$ cat src/rtl/resv_pkg.sv
package resv_pkg;

    typedef enum logic [1:0] {
        OP_LOAD  = 2'b00,
        OP_STORE = 2'b01,
        OP_LR    = 2'b10,
        OP_SC    = 2'b11
    } bus_op_e;

    typedef struct packed {
        logic err;
        logic exokay;
    } excl_rsp_t;

    // Two-flag reply encoding: error wins, exclusive-okay only on a granted exclusive
    function automatic excl_rsp_t encode_rsp(input logic excl, input logic granted,
                                             input logic bus_err);
        excl_rsp_t r;
        r.err    = bus_err;
        r.exokay = excl & granted & ~bus_err;
        return r;
    endfunction

    function automatic logic is_excl(input bus_op_e op);
        return op == OP_LR || op == OP_SC;
    endfunction

endpackage

$ cat src/rtl/resv_region_check.sv
module resv_region_check #(
    parameter int REGION_BITS = 2
) (
    input  logic [REGION_BITS-1:0]      region_idx,
    input  logic [(1<<REGION_BITS)-1:0] region_en,
    output logic                        region_ok
);
    localparam int NREG = 1 << REGION_BITS;

    logic [NREG-1:0] hit;

    for (genvar i = 0; i < NREG; i++) begin : g_reg
        assign hit[i] = (region_idx == REGION_BITS'(i)) & region_en[i];
    end

    assign region_ok = |hit;
endmodule

$ cat src/rtl/resv_store.sv
module resv_store #(
    parameter int WORD_W = 30
) (
    input  logic              clk,
    input  logic              rst,
    input  logic              snoop_we,
    input  logic [WORD_W-1:0] snoop_word,
    input  logic              lr_fire,
    input  logic              lr_ok,
    input  logic [WORD_W-1:0] lr_word,
    input  logic              sc_fire,
    output logic              resv_valid,
    output logic [WORD_W-1:0] resv_word,
    output logic              resv_live
);
    logic snoop_hit;

    assign snoop_hit = snoop_we & resv_valid & (snoop_word == resv_word);
    // Reservation as seen by a request in this cycle: the snoop is ordered first
    assign resv_live = resv_valid & ~snoop_hit;

    always_ff @(posedge clk) begin
        if (rst) begin
            resv_valid <= 1'b0;
            resv_word  <= '0;
        end else if (lr_fire) begin
            resv_valid <= lr_ok;
            if (lr_ok) resv_word <= lr_word;
        end else if (sc_fire || snoop_hit) begin
            resv_valid <= 1'b0;
        end
    end
endmodule

$ cat src/rtl/resv_resp.sv
module resv_resp import resv_pkg::*; #(
    parameter int DATA_W = 32
) (
    input  logic              clk,
    input  logic              rst,
    input  logic              req_valid,
    input  bus_op_e           op,
    input  logic              sc_pass,
    input  logic              region_ok,
    input  logic              bus_err,
    input  logic [DATA_W-1:0] mem_rdata,
    output logic              rsp_valid,
    output logic              rsp_err,
    output logic              rsp_exokay,
    output logic [DATA_W-1:0] rsp_rdata
);
    excl_rsp_t         code_n;
    logic              granted;
    logic [DATA_W-1:0] rdata_n;

    always_comb begin
        granted = (op == OP_LR) ? region_ok : sc_pass;
        code_n  = encode_rsp(is_excl(op), granted, bus_err);
        unique case (op)
            OP_LOAD, OP_LR: rdata_n = mem_rdata;
            OP_SC:          rdata_n = {{(DATA_W-1){1'b0}}, ~(sc_pass & ~bus_err)};
            default:        rdata_n = '0;
        endcase
        if (!req_valid) begin
            code_n  = '0;
            rdata_n = '0;
        end
    end

    always_ff @(posedge clk) begin
        if (rst) begin
            rsp_valid  <= 1'b0;
            rsp_err    <= 1'b0;
            rsp_exokay <= 1'b0;
            rsp_rdata  <= '0;
        end else begin
            rsp_valid  <= req_valid;
            rsp_err    <= code_n.err;
            rsp_exokay <= code_n.exokay;
            rsp_rdata  <= rdata_n;
        end
    end
endmodule

$ cat src/rtl/resv_monitor.sv
module resv_monitor import resv_pkg::*; #(
    parameter int ADDR_W      = 32,
    parameter int DATA_W      = 32,
    parameter int REGION_BITS = 2
) (
    input  logic                        clk,
    input  logic                        rst,
    input  logic                        req_valid,
    input  logic [1:0]                  req_op,
    input  logic [ADDR_W-1:0]           req_addr,
    input  logic [DATA_W-1:0]           req_wdata,
    input  logic [(1<<REGION_BITS)-1:0] region_excl_en,
    input  logic                        trap_ret,
    input  logic                        snoop_we,
    input  logic [ADDR_W-1:0]           snoop_addr,
    output logic                        mem_req,
    output logic                        mem_we,
    output logic [ADDR_W-1:0]           mem_addr,
    output logic [DATA_W-1:0]           mem_wdata,
    input  logic [DATA_W-1:0]           mem_rdata,
    input  logic                        mem_err,
    output logic                        rsp_valid,
    output logic                        rsp_err,
    output logic                        rsp_exokay,
    output logic [DATA_W-1:0]           rsp_rdata
);
    localparam int OFS_BITS = $clog2(DATA_W / 8);
    localparam int WORD_W   = ADDR_W - OFS_BITS;

    bus_op_e           op;
    logic [WORD_W-1:0] req_word;
    logic [WORD_W-1:0] snoop_word;
    logic              region_ok;
    logic              resv_valid;
    logic [WORD_W-1:0] resv_word;
    logic              resv_live;
    logic              sc_pass;
    logic              bus_err;
    logic              lr_fire;
    logic              sc_fire;
    logic              lr_ok;
    logic [OFS_BITS:0] snoop_unused;

    assign op         = bus_op_e'(req_op);
    assign req_word   = req_addr[ADDR_W-1:OFS_BITS];
    assign snoop_word = snoop_addr[ADDR_W-1:OFS_BITS];
    // A trap return deliberately leaves the reservation alone
    assign snoop_unused = {trap_ret, snoop_addr[OFS_BITS-1:0]};

    resv_region_check #(.REGION_BITS(REGION_BITS)) u_region (
        .region_idx (req_addr[ADDR_W-1 -: REGION_BITS]),
        .region_en  (region_excl_en),
        .region_ok  (region_ok)
    );

    assign lr_fire = req_valid & (op == OP_LR);
    assign sc_fire = req_valid & (op == OP_SC);
    assign sc_pass = sc_fire & resv_live & (resv_word == req_word);

    assign mem_req   = req_valid & ((op != OP_SC) | sc_pass);
    assign mem_we    = req_op[0];
    assign mem_addr  = req_addr;
    assign mem_wdata = req_wdata;
    assign bus_err   = mem_req & mem_err;
    assign lr_ok     = region_ok & ~bus_err;

    resv_store #(.WORD_W(WORD_W)) u_store (
        .clk        (clk),
        .rst        (rst),
        .snoop_we   (snoop_we),
        .snoop_word (snoop_word),
        .lr_fire    (lr_fire),
        .lr_ok      (lr_ok),
        .lr_word    (req_word),
        .sc_fire    (sc_fire),
        .resv_valid (resv_valid),
        .resv_word  (resv_word),
        .resv_live  (resv_live)
    );

    resv_resp #(.DATA_W(DATA_W)) u_resp (
        .clk        (clk),
        .rst        (rst),
        .req_valid  (req_valid),
        .op         (op),
        .sc_pass    (sc_pass),
        .region_ok  (region_ok),
        .bus_err    (bus_err),
        .mem_rdata  (mem_rdata),
        .rsp_valid  (rsp_valid),
        .rsp_err    (rsp_err),
        .rsp_exokay (rsp_exokay),
        .rsp_rdata  (rsp_rdata)
    );
endmodule

$ cat config.mk
export PLATFORM = sky130hd
export DESIGN_NAME = resv_monitor
export DESIGN_NICKNAME = d
export VERILOG_FILES = /design/src/rtl/resv_pkg.sv /design/src/rtl/resv_region_check.sv /design/src/rtl/resv_store.sv /design/src/rtl/resv_resp.sv /design/src/rtl/resv_monitor.sv
export SDC_FILE = /design/constraint.sdc
export NUM_CORES = 1
export LEC_CHECK = 0
export BUFFER_PORTS_ARGS = -buffer_cell sky130_fd_sc_hd__buf_2
export CORE_MARGIN = 5
export CORE_UTILIZATION = 45
export CTS_BUF_LIST = sky130_fd_sc_hd__clkbuf_4
export DETAILED_ROUTE_END_ITERATION = 10
export PLACE_DENSITY_LB_ADDON = 0.12
export SYNTH_ARGS = -nofsm -noshare
export SYNTH_HDL_FRONTEND = slang
export SYNTH_SLANG_ARGS = --single-unit
$ cat constraint.sdc
create_clock -name clk -period 4.2 [get_ports clk]
set_input_delay 0.42 -clock clk [delete_from_list [all_inputs] [get_ports clk]]
set_output_delay 0.42 -clock clk [all_outputs]
set_load 0.05 [all_outputs]
==> flow_metrics.tcl, run 1 <==
set metrics [dict create \
    status "completed" \
    ir_worst_vdd_v 0.0002511 \
    fin_util 0.5451 \
    post-cts-setup-buffer-count 0 \
    grt_start_max_net_pins 34 \
    tightestPinTransition_ns 0.6283 \
    ys_ff_latch 66 \
    hpwl_um 6345 \
    grt.overflow.total 0 \
    drcViolationCount 0 \
    rsz0062_at_grt "false" \
    fin_crit_sh 0.7054 \
    min_path_type "in -> reg" \
    synth_area_per_cell_um2 9.653 \
    cts_tree "done" \
    nNetsFinal 587 \
    worstSetupStartpointType "register" \
    final_cell_mix "buf_2 (169), dfxtp_1 (66), xnor2_1 (36), nor2_1 (33)" \
    synthMuxAreaShare 0.09455 \
    syn2layout_area_growth_pct 19.18 \
    mappedNetlistNets 480 \
    num_rows 31 \
    synth_top_family_by_area "buffers and inverters" \
    clkTransAtPathRegs_ns 0.13 \
    synth-simple-area-share 0.1544 \
    mostFrequentLayoutCell "buf_2" \
    die_h_um 95.40 \
    relSlewSlack 0.5812 \
    drive_above_1_share 0.4181 \
    finalSetupViolCount 0 \
    cts_buffer_depth 2 \
    whs_ns 0.1959 \
    syn_area_um2 3282 \
    yosys_warnings 0 \
    synthAdderAreaFrac 0 \
    drv_cap 0 \
    grt.total_usage 0.1757 \
    die-area_um2 9101 \
    dp_cells 535 \
    via_per_inst 4.543 \
    grt_pass1_vias 2580 \
    routabilityCongestion 0.8096 \
    route.final.wire_length_um 7883 \
    p_total_mw 1.453 \
    tns_ns 0 \
    skew_ns 0.01304 \
    slew_viol_final 0 \
    cts.sinks 66 \
    fin_crit_ns 2.963 \
    ys_types 23 \
    antenna_left 0 \
    cp.arrival_ns 2.54 \
    synthCells 340 \
    core_region_area_um2 7176 \
    worstSkewPairLatency_ns 0.41 \
    clockRootBuffer "clkbuf_4" \
    start_util 0.4574 \
    cts_hold_buf 0 \
    dr_total_vias 2503 \
    final-hold-violation-count 0 \
    synth_compound_area_frac 0.01677 \
    synth_area_leader_cell "dfxtp_1" \
    crit_fanout 3 \
    die_w_um 95.40 \
    io_pins 241 \
    critical_path_class "reg -> out" \
    wl_per_cell_um 14.31 \
    grt_pass1_wl_um 12160 \
    portBuffers 169 \
    antenna_found_initial 0 \
    drt_iter0_markers 41 \
    numCtsBuffers 9 \
    cts-resized-gates 0 \
    max_freq_mhz 337.5 \
    critPathCaptureType "output port" \
    power_density_nw_per_um2 371.5 \
    cp_data_required_time_ns 3.78 \
    diodes 0 \
    synth_area_leaders "dfxtp_1 (40%), buf_4 (15%), xnor2_1 (9.6%), mux2i_1 (9.5%), xor2_1 (6.4%)" \
    synth_xor_area_frac 0.1601 \
    leakage_nw 2.079 \
    fill_cells 721 \
    seq_area_frac_synth 0.4026 \
    layout.cells.non_filler 551 \
    cts_max_level 3 \
    dr.pass1.iters 4 \
    yosys.area.top_type_share 0.4026 \
]
[path summary, 6_finish.rpt]
path	depth (start not counted)	endpoint	slack (ns)	startpoint
hold reg to reg	2	u_store.resv_word[11]$_SDFFE_PP0P_	0.57	u_store.resv_word[11]$_SDFFE_PP0P_
setup / recovery	7	mem_req	1.24	u_store.resv_word[25]$_SDFFE_PP0P_
hold / removal	2	u_resp.rsp_rdata[28]$_SDFF_PP0_	0.20	mem_rdata[28]
setup reg to reg	6	u_resp.rsp_rdata[0]$_SDFF_PP0_	2.19	u_store.resv_word[25]$_SDFFE_PP0P_
[metrics by stage]
step | instance area [µm²] | setup slack (ns)
floorplan | 3282 | 1.654
global placement | 3719 | 1.580
detailed placement | 3719 | 1.537
CTS | 3911 | 1.234
global route | 3911 | 1.028
finish | 3911 | 1.237
[worst max-delay path: stages (launching register included)]
cell and delay (ns):
dfxtp_1 0.36, xor2_1 0.16, nor4_1 0.41, nand3_1 0.12
nor4_1 0.47, a31oi_1 0.21, nor2b_1 0.14, buf_2 0.27
[report_power, final]
group | switching (mW) | internal [mW] | leakage [nW] | total [mW]
combinational | 0.164 | 0.0888 | 1.44 | 0.252
clock | 0.246 | 0.306 | 0.101 | 0.552
sequential | 0.00791 | 0.641 | 0.536 | 0.649
total | 0.417 | 1.04 | 2.08 | 1.45
[final cells by class]
type | instances | area, µm² | area share
Sequential cell | 66 | 1321 | 0.3378
Clock inverter | 7 | 125.1 | 0.03199
Multi-Input combinational cell | 195 | 1398 | 0.3573
Timing Repair Buffer | 171 | 860.8 | 0.2201
Tap cell | 99 | 123.9 | 0.03167
Inverter | 4 | 15.01 | 0.003839
Clock buffer | 9 | 67.56 | 0.01727
[per-layer routing]
layer  GRT usage  wire [µm]
met3     0.05683        824
met4     0.08057        180
met5           0          0
met1      0.2023       3114
met2      0.2956       3764
[cells in the mapped netlist]
library cell   n
mux2i_1       31
and2_1        31
nand3_2        1
nand4_1       10
a2111oi_2      1
a22o_1         1
nor2b_1        2
clkbuf_1       7
a21oi_1        1
a211oi_1       1
a31oi_1        3
dfxtp_1       66
buf_6          3
nor2_1        33
nand2b_1       1
buf_4         65
xor2_1        24
nand2_1        7
xnor2_1       36
nor4_1         9
inv_1          4
nand3_1        2
nor3_1         1
[state kept, by name, summed over array words and instances, names as in the netlist]
register and flops:
u_store.resv_valid 1, u_resp.rsp_valid 1, u_resp.rsp_err 1, u_store.resv_word 30
u_resp.rsp_exokay 1, u_resp.rsp_rdata 32
[logic make-up (layout without fill, tap and decap cells)]
family,count (synthesis),count (layout)
muxes,31,31
DFF,66,66
xor gates and xnor gates,60,60
and+or+nand+nor,97,97
AOI/OAI and AO/OA,7,7
buffers and inverters,79,191
Note: power is estimated with default switching activity, not from simulation.
==> inputs of run 2 (changes only) <==
--- a/config.mk
+++ b/config.mk
@@ -7,7 +7,7 @@
 export LEC_CHECK = 0
 export BUFFER_PORTS_ARGS = -buffer_cell sky130_fd_sc_hd__buf_2
 export CORE_MARGIN = 5
-export CORE_UTILIZATION = 45
+export CORE_UTILIZATION = 38
 export CTS_BUF_LIST = sky130_fd_sc_hd__clkbuf_4
 export DETAILED_ROUTE_END_ITERATION = 10
 export PLACE_DENSITY_LB_ADDON = 0.12
==> constraint.sdc (replaced) <==
create_clock -name clk -period 2.61 [get_ports clk]
set_input_delay 0.261 -clock clk [delete_from_list [all_inputs] [get_ports clk]]
set_output_delay 0.261 -clock clk [all_outputs]
set_load 0.05 [all_outputs]
==> run 2 against run 1 <==
Register-to-register slack worse by 1.3 ns; clock skew is 0.0017 ns higher; via count hardly changed; largest power group unchanged; highest routed layer is now met5.
==> flow_metrics.tcl, run 2 (same netlist as run 1, synthesis figures left out) <==
set metrics [dict create \
    status "completed" \
    largest_reg_flops 32 \
    drt_iter0_markers 69 \
    cts.sinks 66 \
    p_total_mw 2.129 \
    slew_viol_final 0 \
    largestRegisters "u_resp.rsp_rdata x32, u_store.resv_word x30" \
    grt.overflow.total 0 \
    clockRootBuffer "clkbuf_4" \
    clkTransAtPathRegs_ns 0.12 \
    diodes 0 \
    rsz0062_at_grt "true" \
    num_rows 34 \
    crit_fanout 3 \
    start_util 0.3838 \
    fin_crit_ns 2.466 \
    max_freq_mhz 405.5 \
    ir_worst_vdd_v 0.0002566 \
    portBuffers 169 \
    worstSkewPairLatency_ns 0.40 \
    cts_tree "done" \
    wl_met1_um 3152 \
    wl_per_cell_um 14.46 \
    drv_cap 0 \
    critPathCaptureType "output port" \
    die_w_um 102.9 \
    io_pins 241 \
    skew_ns 0.01469 \
    die_h_um 102.9 \
    power_density_nw_per_um2 537.2 \
    relSlewSlack 0.6353 \
    grt_pass1_wl_um 11870 \
    antenna_found_initial 1 \
    routabilityCongestion 0.7027 \
    dr.pass1.iters 4 \
    cp.arrival_ns 2.21 \
    numCtsBuffers 9 \
    core_region_area_um2 8551 \
    drive_above_1_share 0.4418 \
    syn2layout_area_growth_pct 20.74 \
    grt_start_max_net_pins 33 \
    cts_hold_buf 0 \
    cts_max_level 3 \
    grt.total_usage 0.1501 \
    die-area_um2 10600 \
    hpwl_um 6514 \
    drcViolationCount 0 \
    route.met2.wl_um 3924 \
    grt_pass1_vias 2408 \
    min_path_type "in -> reg" \
    leakage_nw 2.090 \
    tns_ns 0 \
    mostFrequentLayoutCell "buf_2" \
    antenna_left 0 \
    route.final.wire_length_um 8139 \
    top_layer "met5" \
    via_per_inst 4.449 \
    fin_crit_sh 0.9449 \
    final_cell_mix "buf_2 (168), dfxtp_1 (64), xnor2_1 (36), nor2_1 (33)" \
    cp_data_required_time_ns 2.35 \
    dr_total_vias 2505 \
    tightestPinTransition_ns 0.5471 \
    final-hold-violation-count 0 \
    worstSetupStartpointType "register" \
    cts_buffer_depth 2 \
    critical_path_class "reg -> out" \
    nNetsFinal 590 \
    top_register "u_resp.rsp_rdata" \
    route.met3.wl_um 908 \
    finalSetupViolCount 0 \
]
==> run 2: cell types whose count changed in the layout (fill, tap and decap cells not counted), moves of 2 or more <==
| cell | previous run | this run |
|---|---|---|
| nor4_1 | 9 | 4 |
| nor4_2 | 0 | 3 |
| nor4_4 | 0 | 2 |
| bufinv_16 | 3 | 1 |
| buf_4 | 2 | 5 |
| clkinv_2 | 0 | 3 |
| dfxtp_1 | 66 | 64 |
==> run 2: final timing paths <==
check | start | to | slack [ns] | cells after the start
setup reg to reg | u_store.resv_word[14]$_SDFFE_PP0P_ | u_resp.rsp_rdata[0]$_SDFF_PP0_ | 0.86 | 6
hold / removal | mem_rdata[13] | u_resp.rsp_rdata[13]$_SDFF_PP0_ | 0.04 | 2
hold reg to reg | u_store.resv_word[20]$_SDFFE_PP0P_ | u_store.resv_word[20]$_SDFFE_PP0P_ | 0.54 | 2
setup / recovery | u_store.resv_word[14]$_SDFFE_PP0P_ | mem_req | 0.14 | 7
==> run 2: stage by stage <==
step | hold WS (ns) | instance area (µm²) | util | instances | setup WS (ns)
after floorplan | 0.3827 | 3282 | - | 340 | 0.3006
after global placement | 0.4598 | 3745 | 0.4380 | 546 | 0.2696
after detailed placement | 0.4632 | 3745 | 0.4380 | 546 | 0.2426
after CTS | 0.009188 | 3897 | 0.4558 | 562 | 0.0004619
after global routing | 0.01060 | 3963 | 0.4634 | 563 | -0.01729
final | 0.04213 | 3963 | 0.4634 | 563 | 0.1438
==> run 2: area by class of cell <==
class	count	area, µm²
clock buffers	9	67.56
repair buffers	174	889.6
clock inverters	7	70.07
flip-flops and latches	66	1326
multi-input cells	195	1459
fillers	870	4588
inverters	4	15.01
well taps	108	135.1
==> run 2: worst max-delay path: stages (launching register included) <==
cell and delay [ns]:
dfxtp_4 0.37, xor2_2 0.15, nor4_4 0.35, nand3_2 0.13
nor4_4 0.27, a31oi_1 0.15, nor2b_1 0.19, buf_6 0.18
==> run 2: power by group <==
group	switching, mW	internal [mW]
combinational	0.271	0.148
clock	0.378	0.290
sequential	0.0123	1.03
total	0.661	1.47
==> run 2: timing repair <==
item | CTS | global route
pin swaps | 0 | 6
resized for setup | 3 | 11
setup endpoints to repair | 1 | 1
hold endpoints to repair | 0 | 0
buffers inserted | 0 | 1
==> run 2: per-layer routing <==
| layer | vias up | track usage |
|---|---|---|
| met4 | 2 | 0.06673 |
| met3 | 18 | 0.06292 |
| met5 | - | 0 |
| li1 | 1259 | - |
| met1 | 1110 | 0.1788 |
| met2 | 116 | 0.2363 |
==> inputs of run 3 (changes only) <==
--- a/config.mk
+++ b/config.mk
@@ -7,10 +7,11 @@
 export LEC_CHECK = 0
 export BUFFER_PORTS_ARGS = -buffer_cell sky130_fd_sc_hd__buf_2
 export CORE_MARGIN = 5
-export CORE_UTILIZATION = 38
+export CORE_UTILIZATION = 42
 export CTS_BUF_LIST = sky130_fd_sc_hd__clkbuf_4
+export CTS_CLUSTER_SIZE = 30
 export DETAILED_ROUTE_END_ITERATION = 10
-export PLACE_DENSITY_LB_ADDON = 0.12
+export PLACE_DENSITY = 0.88
 export SYNTH_ARGS = -nofsm -noshare
 export SYNTH_HDL_FRONTEND = slang
 export SYNTH_SLANG_ARGS = --single-unit
==> constraint.sdc (replaced) <==
create_clock -name clk -period 2.4 [get_ports clk]
set_input_delay 0.24 -clock clk [delete_from_list [all_inputs] [get_ports clk]]
set_output_delay 0.24 -clock clk [all_outputs]
set_load 0.05 [all_outputs]
==> run 3 against run 2 <==
The run now ends with setup timing left; total power is 17% higher; via count grew 9.3%; sequential power rose by 9.6%; clock power up 29%; wire length rose by 7.1%; first-iteration DRC count fell by 23%; worst hold slack worse by 0.0071 ns; flip-flop and latch count unchanged; critical path depth grew 2; die area shrank 8.6%; clock-buffer cell count unchanged; cell count up 3.9%.
==> flow_metrics.tcl, run 3 (same netlist as run 1, synthesis figures left out) <==
set metrics [dict create \
    hpwl_um 6526 \
    routabilityCongestion 0.7447 \
    crit_buf_inv 3 \
    nNetsFinal 618 \
    die-area_um2 9682 \
    min_path_type "in -> reg" \
    tightestPinTransition_ns 0.5385 \
    cp-startpoint "u_store.resv_word[25]$_SDFFE_PP0P_" \
    dr_total_vias 2737 \
    cts.sinks 66 \
    worstSetupStartpointType "register" \
    via_per_inst 4.679 \
    slew_viol_final 0 \
    portBuffers 169 \
    largestRegisters "u_resp.rsp_rdata x32, u_store.resv_word x30" \
    grt.overflow.total 0 \
    antenna_found_initial 0 \
    die_w_um 98.40 \
    drv_cap 0 \
    fin_crit_ns 2.499 \
    relSlewSlack 0.6410 \
    finalSetupViolCount 1 \
    syn2layout_area_growth_pct 29.62 \
    worst-path-stages 9 \
    grt_pass1_vias 2895 \
    reg2reg_depth 9 \
    grt_pass1_wl_um 13900 \
    worstSkewPairLatency_ns 0.41 \
    cts_buffer_depth 2 \
    crit_family "simple AND/OR/NAND/NOR gates" \
    leakage_nw 2.227 \
    tns_ns -0.09864 \
    violations "setup timing" \
    antenna_left 0 \
    clkTransAtPathRegs_ns 0.12 \
    cp_data_required_time_ns 2.16 \
    skew_ns 0.02088 \
    clockRootBuffer "clkbuf_4" \
    final-hold-violation-count 0 \
    mostFrequentLayoutCell "buf_2" \
    crit_end "mem_req" \
    num_rows 32 \
    die_h_um 98.40 \
    drt_iter0_markers 53 \
    critPathCaptureType "output port" \
    crit_fanout 3 \
    io_pins 241 \
    fin_crit_sh 1.041 \
    diodes 0 \
    whs_ns 0.03500 \
    path_cells "xor2_1 > nor4_1 > buf_4 > nand3_2 > nor4_4 > buf_4 > a31oi_4 > nor2b_2 > buf_6" \
    numCtsBuffers 9 \
    drive_above_1_share 0.4327 \
    fill_cells 716 \
    ir_worst_vdd_v 0.0002996 \
    power_density_nw_per_um2 585.0 \
    status "finished with violations" \
    grt_start_max_net_pins 33 \
    cp.arrival_ns 2.26 \
    reg2reg_from "u_store.resv_word[25]$_SDFFE_PP0P_" \
    final_cell_mix "buf_2 (168), dfxtp_1 (62), xnor2_1 (36), nor2_1 (33)" \
    largest_reg_flops 32 \
    grt.total_usage 0.1805 \
    setup_slack_ns -0.09864 \
    route.final.wire_length_um 8716 \
    cpPeakStageDelay_ns 0.35 \
    cts_max_level 3 \
    top_register "u_resp.rsp_rdata" \
    rsz0062_at_grt "true" \
    crit_slowest_cell "dfxtp_2" \
    rrSetupSlack_ns 0.45 \
    worst_r2r_endpoint "u_resp.rsp_rdata[0]$_SDFF_PP0_" \
    wl_per_cell_um 14.90 \
    core_region_area_um2 7687 \
    drcViolationCount 0 \
    cts_tree "done" \
    cpMostUsedCell "buf_4" \
    max_freq_mhz 400.2 \
    dr.pass1.iters 4 \
    critical_path_class "reg -> out" \
    start_util 0.4269 \
]
run 3: stage by stage:
step,setup WS (ns),cell area (µm²),power (mW),instances,util
after floorplan,0.1116,3282,1.627,340,-
after global placement,0.08632,3767,1.607,544,0.4901
after detailed placement,0.05521,3767,1.613,544,0.4901
after CTS,-0.1432,4228,2.525,584,0.5500
after global routing,-0.2534,4254,2.609,585,0.5534
final,-0.09864,4254,2.489,585,0.5534
run 3: cell type report:
class                           instances  area [µm²]  area share
Multi-Input combinational cell        195        1460      0.3432
Sequential cell                        66        1326      0.3118
Timing Repair Buffer                  202        1157      0.2721
Tap cell                              102       127.6     0.03000
Clock inverter                          7       100.1     0.02353
Clock buffer                            9       67.56     0.01588
Inverter                                4       15.01    0.003529
run 3: worst reg2reg max path, delay by kind of cell, from the launching register on:
| family | cells | cell delay (ns) |
|---|---|---|
| and+or+nand+nor | 4 | 0.69 |
| buffers and inverters | 3 | 0.45 |
| DFF | 1 | 0.35 |
| AOI/OAI and AO/OA | 1 | 0.20 |
| xor gates and xnor gates | 1 | 0.16 |
run 3: routing by layer:
| metal | track usage | wire (µm) | vias up |
|---|---|---|---|
| met5 | 0 | 0 | - |
| met4 | 0.06618 | 174 | 0 |
| met3 | 0.05571 | 643 | 23 |
| met2 | 0.3131 | 4492 | 124 |
| met1 | 0.2085 | 3405 | 1268 |
| li1 | - | - | 1322 |
run 3: how the worst min path moves through the flow:
stage	slack, ns	cells after the start	endpoint	from
after detailed placement	0.44	2	u_resp.rsp_rdata[22]$_SDFF_PP0_	mem_rdata[22]
after floorplan	0.36	1	u_resp.rsp_rdata[10]$_SDFF_PP0_	mem_rdata[10]
final	0.04	2	u_resp.rsp_rdata[23]$_SDFF_PP0_	mem_rdata[23]
after CTS	0.000008	2	u_resp.rsp_rdata[23]$_SDFF_PP0_	mem_rdata[23]
after global placement	0.44	2	u_resp.rsp_rdata[11]$_SDFF_PP0_	mem_rdata[11]
after global routing	0.007	2	u_resp.rsp_rdata[27]$_SDFF_PP0_	mem_rdata[27]
run 3: power breakdown:
group | switching (mW) | internal (mW) | leakage, nW | total [mW]
combinational | 0.303 | 0.188 | 1.60 | 0.491
clock | 0.430 | 0.431 | 0.0909 | 0.861
sequential | 0.0143 | 1.12 | 0.538 | 1.14
total | 0.748 | 1.74 | 2.23 | 2.49
run 3: repair_timing:
action / 4_1_cts / 5_1_grt
resized for setup: 13 / 3
hold buffers: 22 / 1
setup endpoints to repair: 1 / 1
pin swaps: 6 / 2
endpoints found under the hold margin: 22 / 1
gates cloned: 0 / 0
buffers inserted: 2 / 0
